===== src/rtl/alu_flags_pkg.sv =====
package alu_flags_pkg;
  localparam int FLAG_W = 4;
  localparam int FC = 3;
  localparam int FZ = 2;
  localparam int FN = 1;
  localparam int FV = 0;

  localparam logic [1:0] K_IDLE = 2'd0;
  localparam logic [1:0] K_ALU  = 2'd1;
  localparam logic [1:0] K_FOR  = 2'd2;
  localparam logic [1:0] K_FAND = 2'd3;

  localparam logic [4:0] OP_ADD  = 5'h00;
  localparam logic [4:0] OP_ADC  = 5'h01;
  localparam logic [4:0] OP_SUB  = 5'h02;
  localparam logic [4:0] OP_SBB  = 5'h03;
  localparam logic [4:0] OP_AND  = 5'h04;
  localparam logic [4:0] OP_OR   = 5'h05;
  localparam logic [4:0] OP_XOR  = 5'h06;
  localparam logic [4:0] OP_CMP  = 5'h07;
  localparam logic [4:0] OP_SHL  = 5'h08;
  localparam logic [4:0] OP_SHR  = 5'h09;
  localparam logic [4:0] OP_ASR  = 5'h0A;
  localparam logic [4:0] OP_MULU = 5'h0B;
  localparam logic [4:0] OP_MULS = 5'h0C;
  localparam logic [4:0] OP_NOT  = 5'h10;
  localparam logic [4:0] OP_NEG  = 5'h11;
  localparam logic [4:0] OP_BSW  = 5'h12;
  localparam logic [4:0] OP_SXB  = 5'h13;
  localparam logic [4:0] OP_SXH  = 5'h14;
endpackage


===== src/rtl/alu_operand_sel.sv =====
module alu_operand_sel #(
  parameter int DW = 32,
  parameter int QW = 12
) (
  input  logic          use_imm_i,
  input  logic [DW-1:0] reg_b_i,
  input  logic [QW-1:0] imm_i,
  output logic [DW-1:0] opb_o
);
  logic [DW-1:0] imm_ext;

  generate
    if (DW > QW) begin : g_ext
      assign imm_ext = {{(DW-QW){imm_i[QW-1]}}, imm_i};
    end else begin : g_trunc
      assign imm_ext = imm_i[DW-1:0];
    end
  endgenerate

  assign opb_o = use_imm_i ? imm_ext : reg_b_i;
endmodule


===== src/rtl/alu_core.sv =====
module alu_core
  import alu_flags_pkg::*;
#(
  parameter int DW = 32
) (
  input  logic [4:0]    op_i,
  input  logic [DW-1:0] a_i,
  input  logic [DW-1:0] b_i,
  input  logic          cin_i,
  output logic [DW-1:0] res_o,
  output logic          c_o,
  output logic          v_o,
  output logic          cv_upd_o,
  output logic          zn_upd_o,
  output logic          wr_o
);
  localparam int MSB = DW - 1;
  localparam int MW  = DW / 2;
  localparam int SW  = $clog2(DW) + 1;
  localparam int NB  = DW / 8;

  logic [SW-1:0]        amt;
  logic [DW:0]          wide;
  logic signed [DW:0]   sa;
  logic signed [DW-1:0] ma, mb;

  assign amt = b_i[SW-1:0];
  assign sa  = {a_i, 1'b0};
  assign ma  = DW'($signed(a_i[MW-1:0]));
  assign mb  = DW'($signed(b_i[MW-1:0]));

  always_comb begin
    res_o    = '0;
    c_o      = 1'b0;
    v_o      = 1'b0;
    cv_upd_o = 1'b0;
    zn_upd_o = 1'b1;
    wr_o     = 1'b1;
    wide     = '0;
    case (op_i)
      OP_ADD, OP_ADC: begin
        wide     = {1'b0, a_i} + {1'b0, b_i}
                 + {{DW{1'b0}}, (op_i == OP_ADC) & cin_i};
        {c_o, res_o} = wide;
        v_o      = (a_i[MSB] == b_i[MSB]) && (res_o[MSB] != a_i[MSB]);
        cv_upd_o = 1'b1;
      end
      OP_SUB, OP_SBB, OP_CMP: begin
        wide     = {1'b0, a_i} - {1'b0, b_i}
                 - {{DW{1'b0}}, (op_i == OP_SBB) & cin_i};
        {c_o, res_o} = wide;
        v_o      = (a_i[MSB] != b_i[MSB]) && (res_o[MSB] != a_i[MSB]);
        cv_upd_o = 1'b1;
        wr_o     = (op_i != OP_CMP);
      end
      OP_AND: res_o = a_i & b_i;
      OP_OR:  res_o = a_i | b_i;
      OP_XOR: res_o = a_i ^ b_i;
      OP_SHL: begin
        wide     = {1'b0, a_i} << amt;
        {c_o, res_o} = wide;
        cv_upd_o = 1'b1;
      end
      OP_SHR: begin
        wide     = {a_i, 1'b0} >> amt;
        {res_o, c_o} = wide;
        cv_upd_o = 1'b1;
      end
      OP_ASR: begin
        wide     = sa >>> amt;
        {res_o, c_o} = wide;
        cv_upd_o = 1'b1;
      end
      OP_MULU: res_o = DW'(a_i[MW-1:0]) * DW'(b_i[MW-1:0]);
      OP_MULS: res_o = ma * mb;
      OP_NOT:  res_o = ~a_i;
      OP_NEG: begin
        wide     = {(DW+1){1'b0}} - {1'b0, a_i};
        {c_o, res_o} = wide;
        v_o      = a_i[MSB] && res_o[MSB];
        cv_upd_o = 1'b1;
      end
      OP_BSW: begin
        for (int i = 0; i < NB; i++) begin
          res_o[8*i +: 8] = a_i[DW-8-8*i +: 8];
        end
      end
      OP_SXB: res_o = {{(DW-8){a_i[7]}}, a_i[7:0]};
      OP_SXH: res_o = {{(DW-MW){a_i[MW-1]}}, a_i[MW-1:0]};
      default: begin
        zn_upd_o = 1'b0;
        wr_o     = 1'b0;
      end
    endcase
  end
endmodule


===== src/rtl/alu_flag_reg.sv =====
module alu_flag_reg
  import alu_flags_pkg::*;
#(
  parameter int DW = 32
) (
  input  logic              clk,
  input  logic              rst_n,
  input  logic [1:0]        kind_i,
  input  logic [DW-1:0]     res_i,
  input  logic              c_i,
  input  logic              v_i,
  input  logic              cv_upd_i,
  input  logic              zn_upd_i,
  input  logic [FLAG_W-1:0] imm4_i,
  output logic [FLAG_W-1:0] flags_o
);
  logic [FLAG_W-1:0] nxt;

  always_comb begin
    nxt = flags_o;
    case (kind_i)
      K_ALU: begin
        if (zn_upd_i) begin
          nxt[FZ] = (res_i == '0);
          nxt[FN] = res_i[DW-1];
        end
        if (cv_upd_i) begin
          nxt[FC] = c_i;
          nxt[FV] = v_i;
        end
      end
      K_FOR:   nxt = flags_o | imm4_i;
      K_FAND:  nxt = flags_o & imm4_i;
      default: nxt = flags_o;
    endcase
  end

  always_ff @(posedge clk) begin
    if (!rst_n) flags_o <= '0;
    else        flags_o <= nxt;
  end

  a_r12_idle_hold: assert property (@(posedge clk) disable iff (!rst_n)
    kind_i == K_IDLE |=> $stable(flags_o));
  a_r11_flag_or: assert property (@(posedge clk) disable iff (!rst_n)
    kind_i == K_FOR |=> flags_o == ($past(flags_o) | $past(imm4_i)));
  a_r11_flag_and: assert property (@(posedge clk) disable iff (!rst_n)
    kind_i == K_FAND |=> flags_o == ($past(flags_o) & $past(imm4_i)));
  a_r5_cv_keep: assert property (@(posedge clk) disable iff (!rst_n)
    (kind_i == K_ALU && !cv_upd_i) |=> (flags_o[FC] == $past(flags_o[FC])
                                        && flags_o[FV] == $past(flags_o[FV])));
  a_r10_zero_flag: assert property (@(posedge clk) disable iff (!rst_n)
    (kind_i == K_ALU && zn_upd_i) |=> flags_o[FZ] == ($past(res_i) == '0));
  a_r13_reserved_hold: assert property (@(posedge clk) disable iff (!rst_n)
    (kind_i == K_ALU && !zn_upd_i) |=> $stable(flags_o));
endmodule


===== src/rtl/alu_flags_unit.sv =====
module alu_flags_unit
  import alu_flags_pkg::*;
#(
  parameter int DW = 32,
  parameter int QW = 12,
  parameter int FW = 4
) (
  input  logic          clk,
  input  logic          rst_n,
  input  logic [1:0]    kind_i,
  input  logic          grp_i,
  input  logic [FW-1:0] field_i,
  input  logic          use_imm_i,
  input  logic [DW-1:0] reg_a_i,
  input  logic [DW-1:0] reg_b_i,
  input  logic [QW-1:0] imm_i,
  output logic [DW-1:0] result_o,
  output logic          wr_en_o,
  output logic [3:0]    flags_o
);
  logic [DW-1:0] opb;
  logic [4:0]    op;
  logic          c_n, v_n, cv_upd, zn_upd, core_wr;

  assign op = {grp_i, field_i};

  alu_operand_sel #(.DW(DW), .QW(QW)) u_sel (
    .use_imm_i (use_imm_i),
    .reg_b_i   (reg_b_i),
    .imm_i     (imm_i),
    .opb_o     (opb)
  );

  alu_core #(.DW(DW)) u_core (
    .op_i     (op),
    .a_i      (reg_a_i),
    .b_i      (opb),
    .cin_i    (flags_o[FC]),
    .res_o    (result_o),
    .c_o      (c_n),
    .v_o      (v_n),
    .cv_upd_o (cv_upd),
    .zn_upd_o (zn_upd),
    .wr_o     (core_wr)
  );

  alu_flag_reg #(.DW(DW)) u_flags (
    .clk      (clk),
    .rst_n    (rst_n),
    .kind_i   (kind_i),
    .res_i    (result_o),
    .c_i      (c_n),
    .v_i      (v_n),
    .cv_upd_i (cv_upd),
    .zn_upd_i (zn_upd),
    .imm4_i   (imm_i[FLAG_W-1:0]),
    .flags_o  (flags_o)
  );

  assign wr_en_o = (kind_i == K_ALU) && core_wr;

  a_r4_cmp_no_write: assert property (@(posedge clk) disable iff (!rst_n)
    (op == OP_CMP) |-> !wr_en_o);
  a_r12_write_only_alu: assert property (@(posedge clk) disable iff (!rst_n)
    (kind_i != K_ALU) |-> !wr_en_o);
  a_r9_imm_sign: assert property (@(posedge clk) disable iff (!rst_n)
    use_imm_i |-> (($countones(opb[DW-1:QW-1]) == 0 || $countones(opb[DW-1:QW-1]) == DW-QW+1)
                   && opb[QW-1] == imm_i[QW-1]));
  a_r13_reserved_no_write: assert property (@(posedge clk) disable iff (!rst_n)
    (!zn_upd) |-> (!wr_en_o && result_o == '0));
endmodule


===== config.mk =====
export PLATFORM = sky130hd
export DESIGN_NAME = alu_flags_unit
export DESIGN_NICKNAME = d
export VERILOG_FILES = /design/src/rtl/alu_flags_pkg.sv /design/src/rtl/alu_operand_sel.sv /design/src/rtl/alu_core.sv /design/src/rtl/alu_flag_reg.sv /design/src/rtl/alu_flags_unit.sv
export SDC_FILE = /design/constraint.sdc
export NUM_CORES = 2
export LEC_CHECK = 0
export ABC_CLOCK_PERIOD_IN_PS = 22000
export BUFFER_PORTS_ARGS = -buffer_cell sky130_fd_sc_hd__buf_4
export CAP_MARGIN = 15
export CORE_MARGIN = 2
export CORE_UTILIZATION = 25
export CTS_BUF_LIST = sky130_fd_sc_hd__clkbuf_8
export DETAILED_ROUTE_END_ITERATION = 7
export PLACE_DENSITY = 0.46
export SLEW_MARGIN = 20
export SYNTH_ARGS = -nofsm -noshare
export SYNTH_HDL_FRONTEND = slang
export SYNTH_HIERARCHICAL = 1
export SYNTH_SLANG_ARGS = --single-unit

===== constraint.sdc =====
create_clock -name clk -period 22 [get_ports clk]
set_input_delay 1.1 -clock clk [delete_from_list [all_inputs] [get_ports clk]]
set_output_delay 1.1 -clock clk [all_outputs]
set_load 0.01 [all_outputs]

Word-level counts from Yosys, hierarchy flattened
Index checks and enable logic that the tools add are counted.
Operators by class
  $add $sub $neg: 5
  $mul: 2
  eq/ne operators: 27
  shift operators: 3
  muxes and demuxes: 11
  bitwise gates (word level): 8
  reduce and logical (&&, ||, !) cells: 14
Operators with widths (count)
  $pmux 32 s15: 1
  $mul 16x16->32: 2
  $add 32x32->33: 1
  $add 33x1->33: 1
  $shl 32x6->33: 1
  $shr 33x6->33: 1
  $sshr 33x6->33: 1
  $sub 1x32->33 const A: 1
  $sub 32x32->33: 1
  $sub 33x1->33: 1
  $and 32x32->32: 1
  $logic_not 32->1: 1
  $mux 32: 1
  $not 32->32: 1
  $or 32x32->32: 1
  $xor 32x32->32: 1
  $eq 5x4->1 const B: 5
  $eq 5x5->1 const B: 5
  $eq 5x3->1 const B: 4
  $reduce_or 18->1: 1
  $reduce_or 15->1: 1
  $pmux 4 s3: 1
  $eq 5x2->1 const B: 2
  $reduce_or 9->1: 1
  22 further kinds: 33
Storage, ports and cells
  register bits after elaboration: 4
  input port bits: 86
  output and inout port bits: 37
  logic and storage cells: 72

Longest topological paths before layout
  depth after elaboration: 8
  gate-level depth with buffers: 36
  depth with buffers taken out: 29

By module
The synthesis kept the hierarchy.
By module, submodules not included
  alu_core: instances 1, cells an instance 3289, area an instance 25483.2 um^2, sequential area each 0.0 um^2
  alu_operand_sel: instances 1, cells an instance 38, area an instance 551.8 um^2, sequential area each 0.0 um^2
  alu_flag_reg: instances 1, cells an instance 44, area an instance 319.1 um^2, sequential area each 80.1 um^2
  alu_flags_unit: instances 1, cells an instance 1, area an instance 8.8 um^2, sequential area each 0.0 um^2

Worst setup path after synthesis
OpenSTA, ideal clock, no wires.
  path kind: input -> output
  start: input port use_imm_i
  end: output port result_o[29]
  arrival time: 8.989 ns
  required time: 20.900 ns
  slack: 11.911 ns
  stages: 28
  buffers on the path: 8
  path through: buf_6 -> buf_12 -> mux2_4 -> clkbuf_1 -> clkbuf_1 -> clkbuf_1 -> clkbuf_1 -> buf_1 -> nand2_1 -> inv_1 -> fa_1 -> fa_1 -> fa_1 -> fa_1 -> fa_1 -> inv_1 -> fa_1 -> inv_1 -> ha_1 -> clkbuf_1 -> a21o_1 -> a21o_1 -> o21a_1 -> or4_1 -> o2111ai_1 -> and3_1 -> nor3_1 -> or4_1
Between the ends
  cells in the longest elaborated chain, start to end: 4
  elaborated cells between the ends (all ways): 14
  classes of those cells: 4 x add/sub; 2 x mul; 3 x shift; 2 x mux; 3 x bitwise
RTL lines
  from (decl): RTL line alu_flags_unit.sv:13  | input logic use_imm_i,
  $mux 32 (*): RTL line alu_operand_sel.sv:20  | assign opb_o = use_imm_i ? imm_ext : reg_b_i;
  named net opb[2]: RTL line alu_flags_unit.sv:21  | logic [DW-1:0] opb;
  $sub 32x32->33 / $add 32x32->33 (equally long branches): RTL line alu_core.sv:49, alu_core.sv:42
  $sub 33x1->33 / $add 33x1->33 (equally long branches): RTL line alu_core.sv:50, alu_core.sv:43
  $pmux 32 s15 (*): RTL line alu_core.sv:40  | case (op_i)
  to (decl): RTL line alu_flags_unit.sv:17  | output logic [DW-1:0] result_o,
Mark *: on every way through the listed nets, which the timed path passes. The rest lies on a longest branch.

Worst setup path after layout
  start: input port use_imm_i
  end: output port result_o[31]
Same word-level chain as after synthesis.

==> impl_results.md <==
* Outcome: finished clean
* Routability Congestion at 0.947
* DRT iter0 DRCs at 2,696
* Asr flop ratio synth at 0
* Setup slack, reg-to-reg at 15.95 ns
* Crit share post-route at 0.509
* Cells after Synth at 3,372
* Critical path peak fanout at 45
* Ys Warns at 6
* Critical path endpoint category: primary output
* Maximum clock path buffer count at 2
* Post-CTS Setup Repair Bufs at 0
* Port bufs at 122
* Type of the worst min-delay path: register to register
* Fin Setup TNS at 0 ns
* Slowest stage delay, CP at 0.76 ns
* Via count at 25,871
* Max cap viols at 0
* Most common cell after layout, fill and taps aside: inv_1
* Worst R2R End: u_flags/flags_o[2]
* RSZ-0062 raised after global routing: no
* Clk slew on worst S/H paths at 0.03 ns
* Hold path start: u_flags/flags_o[1]
* Vias in the first global route at 26,153
* Number of synthesized flops with an enable pin at 0
* DIE WIDTH at 329 um
* Cell Rows at 119
* Top flop regs: u_flags/flags_o: 4 flops
* CTS Hold Bufs at 0
* Wire per inst at 26.6 um
* Sequential fraction of the synthesis area at 0.00304
* GRT Residual Overflow at 0
* H-tree levels at 1
* Most frequent cells in the layout: inv_1 (593), fa_1 (370), nand2_1 (335)
* Mean post-synth cell area at 7.82 um2
* # IOs at 123
* Final Hold Viols at 0
* First-pass GRT wire length at 184 mm
* Reg-to-Reg Start: u_flags/flags_o[3]
* Worst hold endpoint: u_flags/flags_o[1]
* Clock Latency Late Sink at 0.22 ns
* Final setup fails at 0
* Post-synth cell types at 98
* Slowest stage cell on the critical path: mux2_4
* Top reg by flops: u_flags/flags_o
* All-Layer GR Usage at 0.230
* Pre-antenna DRT Iters at 6
* Data required, critical path at 20.90 ns
* Main flop type after synthesis: dfxtp_1
* Max-slew violations at 0
* Worst relative slew slack at 0.154
* Number of buffer and inverter stages on the critical path at 8
* Net Count, Synth at 4,109
* Min cycle time layout at 11.21 ns
* Top cell family by delay on the critical path: adder cells
* Die ar. at 0.108 mm2
* Total wire length at 126 mm
* Startpoint class of the critical path: input pin
* Initial antenna violation count at 8
* Fmax at 0.0892 GHz
* CORE AREA at 0.105 mm2
* CTS buffer count at 3
* Initial core utilization at 0.251
* Die height at 329 um
* Remaining antenna violation count at 0
* Number of flip-flops under the largest register name at 4
* Layout cells sized above 1 at 0.0904
* Hpwl dp at 100 mm
* Mapped Area at 0.0264 mm2
* Resized cells post-CTS at 0
* Worst Hold Path Cells at 2
* Final #Nets at 4,081
* Via density at 5.46
* Clock skew at 0.00660 ns
* Flops & latches, synth at 4
* Worst-Margin Slew at 1.26 ns
* Syn-to-layout area delta at 8.44%
* WP data arrival at 10.11 ns
* CTS root buf: clkbuf_8
* Largest net degree at the start of global routing at 53
* Crit path kind: input pin to primary output
* Crit path top cell by count: fa_1
* Post-route DRC violation count at 0
* Cell count of the worst reg-to-reg path at 20
* TritonCTS Sinks at 4
* CTS tree: built
* Fill cells at 11,571
## layer usage
layer / wire length, um / track usage / vias up
met3: 10300 / 0.0338 / 285
met4: 6140 / 0.0970 / 4
met5: 42 / 0 / -
met1: 53700 / 0.314 / 13013
li1: - / - / 11277
met2: 56000 / 0.360 / 1292
## worst max path at each step
| stage | from | endpoint | slack (ns) | cells after the start |
|---|---|---|---|---|
| global route | use_imm_i | result_o[28] | 10.31 | 26 |
| floorplan | use_imm_i | result_o[29] | 11.91 | 28 |
| global placement | use_imm_i | result_o[31] | 10.94 | 26 |
| finish | use_imm_i | result_o[31] | 10.79 | 26 |
| detailed placement | use_imm_i | result_o[31] | 10.92 | 26 |
| CTS | use_imm_i | result_o[31] | 10.91 | 26 |
## per-stage QoR
step | setup slack [ns] | std cells | hold slack [ns] | cell area, um2 | util
finish | 10.79 | 4736 | 0.557 | 28600 | 0.272
global route | 10.31 | 4734 | 0.587 | 28600 | 0.272
CTS | 10.91 | 4733 | 0.563 | 28600 | 0.272
detailed placement | 10.92 | 4730 | 0.559 | 28500 | 0.272
global placement | 10.94 | 4730 | 0.560 | 28500 | 0.272
floorplan | 11.91 | 3372 | 0.566 | 26400 | -
## cell usage after synthesis (18+ instances only)
| library cell | n | area, um2 |
|---|---|---|
| buf_1 | 31 | 116 |
| nor2_1 | 287 | 1080 |
| o22ai_1 | 28 | 175 |
| clkbuf_1 | 141 | 529 |
| a221oi_1 | 34 | 298 |
| a211oi_1 | 33 | 248 |
| a22oi_1 | 18 | 135 |
| a21o_1 | 49 | 368 |
| fa_1 | 370 | 7410 |
| a2111oi_0 | 19 | 166 |
| xor2_1 | 41 | 359 |
| ha_1 | 281 | 3520 |
| xnor2_1 | 77 | 674 |
| a31oi_1 | 25 | 156 |
| o21a_1 | 23 | 173 |
| mux2_4 | 30 | 450 |
| nor3_1 | 49 | 245 |
| o21ai_0 | 141 | 706 |
| inv_1 | 593 | 2230 |
| a21oi_1 | 175 | 876 |
| nand2_1 | 335 | 1260 |
| mux4_2 | 39 | 878 |
| o211ai_1 | 37 | 278 |
| mux2i_1 | 54 | 541 |
| nand3_1 | 63 | 315 |
| nand4_1 | 21 | 131 |
## cell families (layout without fill, tap and decap cells)
logic type                 after synthesis  after routing  share of synthesized area
and+or+nand+nor                        890            890                      0.152
adders and majority gates              652            652                      0.415
DFF                                      4              4                    0.00304
xor gates and xnor gates               119            119                     0.0401
buffers and inverters                  807            777                      0.119
AOI/OAI and AO/OA                      760            760                      0.193
muxes                                  140            140                     0.0782
other                                    0              3                          0
## final cells by class
cell class / count / area [um2] / share of cell area
Tap cell: 1391 / 1740 / 0.0609
Sequential cell: 4 / 80.1 / 0.00280
Antenna cell: 3 / 7.51 / 0.000263
Inverter: 606 / 2270 / 0.0796
Multi-Input combinational cell: 2561 / 23200 / 0.811
Timing Repair Buffer: 168 / 1260 / 0.0441
Clock buffer: 3 / 41.3 / 0.00144
## worst reg2reg max path: stages (launching register included)
cell	delay, ns
dfxtp_1	0.53
nand3_1	0.17
fa_1	0.53
inv_1	0.05
ha_1	0.18
nor2_1	0.20
fa_1	0.30
nand2b_1	0.10
a31o_1	0.32
a21o_1	0.24
a41o_1	0.37
a2111oi_2	0.65
o31ai_1	0.22
buf_4	0.21
mux2i_1	0.12
o21ai_0	0.27
o211ai_1	0.22
nor4b_1	0.78
nand4_1	0.21
nor4_2	0.19
a22o_1	0.15
Power is not shown: default switching activity piles up to over one toggle a cycle in this logic, so the estimate is an artifact.
